`src/rtl/gpio_mux_port.sv`:
```
module gpio_mux_port #(
  parameter int W = 8
) (
  input  logic         clk,
  input  logic         rst_n,
  input  logic [1:0]   addr,
  input  logic         wr_en,
  input  logic [W-1:0] wr_data,
  output logic [W-1:0] rd_data,
  input  logic [W-1:0] pad_in,
  output logic [W-1:0] pad_out,
  output logic [W-1:0] pad_oe,
  input  logic [W-1:0] mod_dout,
  input  logic [W-1:0] mod_oe,
  output logic [W-1:0] mod_din
);
  logic [W-1:0] val_q, dir_q, own_q, s1_q, s2_q;

  always_ff @(posedge clk) begin
    if (!rst_n) begin
      val_q <= '0; dir_q <= '0; own_q <= '1; s1_q <= '0; s2_q <= '0;
    end else begin
      s1_q <= pad_in;
      s2_q <= s1_q;
      if (wr_en && addr == 2'd0) val_q <= wr_data;
      if (wr_en && addr == 2'd1) dir_q <= wr_data;
      if (wr_en && addr == 2'd2) own_q <= wr_data;
    end
  end

  for (genvar i = 0; i < W; i++) begin : g_pin
    assign pad_oe[i]  = own_q[i] ? dir_q[i] : mod_oe[i];
    assign pad_out[i] = own_q[i] ? val_q[i] : mod_dout[i];
  end

  assign mod_din = s2_q;
  assign rd_data = (addr == 2'd0) ? s2_q :
                   (addr == 2'd1) ? dir_q :
                   (addr == 2'd2) ? own_q : '0;

  AST_RESET_STATE: assert property (@(posedge clk) !rst_n |=> (own_q == '1 && dir_q == '0 && val_q == '0));
  AST_WRITE_OWNER: assert property (@(posedge clk) disable iff (!rst_n) (wr_en && addr == 2'd2) |=> own_q == $past(wr_data));
  AST_HOLD_OWNER: assert property (@(posedge clk) disable iff (!rst_n) !(wr_en && addr == 2'd2) |=> $stable(own_q));
  AST_GPIO_DRIVE: assert property (@(posedge clk) disable iff (!rst_n) (own_q[0] && dir_q[0]) |-> (pad_oe[0] && pad_out[0] == val_q[0]));
  AST_GPIO_INPUT: assert property (@(posedge clk) disable iff (!rst_n) (own_q[0] && !dir_q[0]) |-> !pad_oe[0]);
  AST_PERIPH_PASS: assert property (@(posedge clk) disable iff (!rst_n) !own_q[0] |-> (pad_oe[0] == mod_oe[0] && pad_out[0] == mod_dout[0]));
  AST_SYNC_DELAY: assert property (@(posedge clk) disable iff (!rst_n) $past(rst_n, 2) |-> mod_din == $past(pad_in, 2));
endmodule

```
`config.mk`:
```
export PLATFORM = sky130hd
export DESIGN_NAME = gpio_mux_port
export DESIGN_NICKNAME = d
export VERILOG_FILES = /design/src/rtl/gpio_mux_port.sv
export SDC_FILE = /design/constraint.sdc
export NUM_CORES = 1
export LEC_CHECK = 0
export ABC_AREA = 0
export BUFFER_PORTS_ARGS = -buffer_cell sky130_fd_sc_hd__buf_2
export CAP_MARGIN = 20
export CORE_MARGIN = 8
export CORE_UTILIZATION = 43
export DETAILED_ROUTE_END_ITERATION = 8
export PLACE_DENSITY_LB_ADDON = 0.2
export SLEW_MARGIN = 5
export SYNTH_ARGS = -nofsm -noshare
export SYNTH_HDL_FRONTEND = slang
export SYNTH_SLANG_ARGS = --single-unit
```
`constraint.sdc`:
```
create_clock -name clk -period 0.8 [get_ports clk]
set_input_delay 0.08 -clock clk [delete_from_list [all_inputs] [get_ports clk]]
set_output_delay 0.08 -clock clk [all_outputs]
set_load 0.05 [all_outputs]
```
Yosys cells after proc, flatten, opt, wreduce, memory -nomap -nowiden --
Cells that the tools add are included.
Storage, ports and cells: bits in registers 40, word-level logic and storage cells 30, bits of input ports 37, output and inout bits 32
Cells by class: reductions and logical operators 4, muxes and demuxes 19, equality and inequality tests 2
Operators by type and width (count):
- 2-to-1 mux 8 bit | 3
- 2-to-1 mux 1 bit | 16
- logical AND 1 bit | 3
- == test 2 x 1 -> 1 bit (second input constant) | 1
- == test 2 bit (second input constant) | 1
- logical NOT 2 bit | 1

Depth between registers and ports, before layout --
depth after elaboration 4, mapped depth 4, depth with buffers taken out 2

Worst setup path before layout --
Ideal clock, no wire load.
path type register to output, from register s2_q[0] (netlist: mod_din[0]), to output port rd_data[0], setup slack -0.815 ns, path buffers 0, required time 0.720 ns, arrival 1.535 ns, stages on the path, launching flop included 3, path through dfxtp_1 > mux2i_1 > o2bb2ai_1
Between the ends: longest elaborated chain between the ends 1
Ends and longest elaborated chain:
- start, declared | RTL line 17 | logic [W-1:0] val_q, dir_q, own_q, s1_q, s2_q;
- start signal, assigned | RTL line 24 | s2_q <= s1_q;
- 2-to-1 mux 8 bit | RTL line 37 | assign rd_data = (addr == 2'd0) ? s2_q :
- end, declared | RTL line 9 | output logic [W-1:0] rd_data,
No other way between the ends.

Worst setup path in the final report --
from register own_q[6], to output port pad_out[6]
Between the ends: longest elaborated chain between the ends 1
Ends and longest elaborated chain:
- start, declared | RTL line 17
- start signal, assigned | RTL line 27 | if (wr_en && addr == 2'd2) own_q <= wr_data;
- 2-to-1 mux 1 bit | RTL line 33 | assign pad_out[i] = own_q[i] ? val_q[i] : mod_dout[i];
- end, declared | RTL line 11 | output logic [W-1:0] pad_out,
No other way between the ends.

==> reports/qor.yml <==
timing:
  fin_ws_ps: -429
  rsz0062_at_grt: "true"
  finalSetupViolations: 32
  finalCritPeriodShare_pct: 154
  fin_setup_tns_ps: -10220
  finalHoldViolCount: 0
  tightest_slew_ps: 223
  fin_worst_skew_ps: 3.01
  timing.hold.ws_ps: 59.1
  slew_headroom_pct: 85.2
  period_minus_slack_ps: 1230
  fmax_mhz: 813
  drv_slew: 0
cts:
  h-tree-depth: 2
  cts_buffer_depth: 2
  cts_root_buffer: "clkbuf_8"
  cts_tree: "built"
  cts.sinks: 40
  clk_pin_slew_ps: 80
  cts_buffers: 5
  clk_latency_ps: 290
die:
  dieHeight_um: 80.6
  dieWidth_um: 80.6
  start_util_pct: 44.8
  pin_count: 69
  num_rows: 23
  core_um2: 4000
  die_area_um2: 6490
logic_synthesis:
  ys_seq_area_share_pct: 44.7
  synth_warnings: 0
  synth_top_area_cell: "dfxtp_1"
  ys_types: 16
  synth_cells: 170
  synth_area_um2: 1790
  synthesis.nets: 207
  synthTopCellsByArea: "dfxtp_1, mux2i_1, mux2_2"
  yosysTopAreaCellShare_pct: 44.7
  syn_area_per_cell_um2: 10.5
  ys_seq_elements: 40
route:
  routed_wl_um: 5130
  vias: 1587
  ant_nets: 0
  drt_iter0_markers: 28
  drtPass1Iterations: 4
  wl_per_cell_um: 16.3
  drc: 0
  viasPerCell: 5.05
worst_setup_path:
  critPathSlowestCell: "dfxtp_4"
  crit_chain: "mux2_4, buf_6"
  criticalPathCategory: "flop to primary output"
  cp_slowest_stage_delay_ps: 390
  arrival_ps: 1150
  critPathRequiredTime_ps: 720
  critPathLaunchType: "flop"
  path_max_fanout: 3
  end_kind: "primary output"
grt:
  grt_antenna_before_repair: 0
  grt_max_degree: 30
  grt_pass1_vias: 1695
  grt_overflow_total: 0
  grt_pass1_wl_um: 8270
  globalRouteTotalUtil_pct: 16.3
placed_design:
  placed_area_um2: 2690
  post-dp-hpwl_um: 3510
  place.gp.congestion: 0.702
  portBuffers: 68
flow_run:
  drv_cap: 0
cells_and_area:
  fin_area_um2: 3220
  drive_gt1_share_pct: 61.7
  num_antenna_cells: 0
  area_delta_synth_final_pct: 79.4
  layout.nets: 300
worst_hold_path:
  hold_class: "primary input to flop"
power:
  ir_drop_v: 0.00121
  p_leak_uw: 0.00147
  p_per_area_nw_per_um2: 1640
run_status:
  status: "finished with violations"
  violations: "setup timing"
==> per-stage QoR <==
| stage | utilization [%] | cells | setup WS [ps] | power [uW] |
|---|---|---|---|---|
| global route | 80.4 | 314 | -471 | 5480 |
| finish | 80.4 | 314 | -429 | 5260 |
| global placement | 67.1 | 294 | -229 | 3300 |
| CTS | 79.0 | 312 | -441 | 5280 |
| floorplan | - | 170 | -118 | 2990 |
| detailed placement | 67.1 | 294 | -243 | 3310 |
==> flip-flops by register name, summed over array words and instances, names as in the netlist <==
register,flops
s1_q,8
val_q,8
own_q,8
dir_q,8
mod_din,8
==> routing by layer <==
metal	up-vias	track usage [%]	part of all wire [%]
met2	47	28.9	53
li1	773	-	-
met1	761	17.9	39
met3	6	5.47	7.3
met5	-	0	0
met4	0	4.91	1.1
==> cell usage after synthesis (all sizes together) <==
master	count
and2	16
dfxtp	40
o211ai	8
clkbuf	3
inv	8
mux2i	24
o2bb2ai	8
nand4b	8
and3b	1
buf	11
nand2	24
nor2b	1
mux2	16
nor3b	1
nand3b	1
==> power by group <==
group	switching, uW	internal (uW)	leakage [uW]	total [uW]
registers	88.1	2050	0.000337	2140
logic	695	680	0.00107	1370
clock network	728	1020	0.0000614	1750
total	1510	3750	0.00147	5260
==> path summary, 6_finish.rpt <==
kind / start / endpoint / slack, ps / depth (start not counted)
max: own_q[6] / pad_out[6] / -430 / 2
min: wr_data[4] / dir_q[4] / 60 / 3
max reg2reg: own_q[6] / own_q[6] / 10 / 3
min reg2reg: s1_q[3] / mod_din[3] / 440 / 1
==> logic make-up (layout without fill, tap and decap cells) <==
kind of cell           after synthesis  in the layout  synth area share [%]
flip-flops                          40             40                  44.7
multiplexers                        40             40                  23.4
buffers and inverters               22            116                  7.47
AND/OR/NAND/NOR                     52             52                  17.2
AO/OA/AOI/OAI                       16             16                  7.26
==> cell usage in the layout, fill, tap and decap left out, drive strengths merged <==
cell         Yosys  routed
and3b            1       1
o2bb2ai          8       8
dfxtp           40      40
clkinv           0       1
nand3b           1       1
nand2           24      24
o211ai           8       8
nor3b            1       1
inv              8       8
and2            16      16
nand4b           8       8
clkbuf           3       6
nor2b            1       1
bufinv           0       1
mux2            16      16
buf             11      92
dlygate4sd3      0       8
mux2i           24      24
==> critical path, delay by kind of cell (launching register included) <==
kind	cells	cell delay [ps]
DFF	1	390
muxes	1	310
buffers and inverters	1	150
==> layout make-up <==
| class | count | area (um^2) |
|---|---|---|
| multi-input cells | 108 | 1170 |
| repair buffers | 100 | 960 |
| flip-flops and latches | 40 | 871 |
| fillers | 240 | 783 |
| clock buffers | 6 | 82.6 |
| well taps | 50 | 62.6 |
| clock inverters | 2 | 38.8 |
| inverters | 8 | 30.0 |
==> what timing repair did <==
action	in CTS	in global routing
hold buffers	8	0
setup buffers	2	2
pin swaps	0	3
resized for setup	84	13
endpoints found under the setup margin	32	35
hold endpoints to repair	8	0
Note: power is estimated with default switching activity, not from simulation.
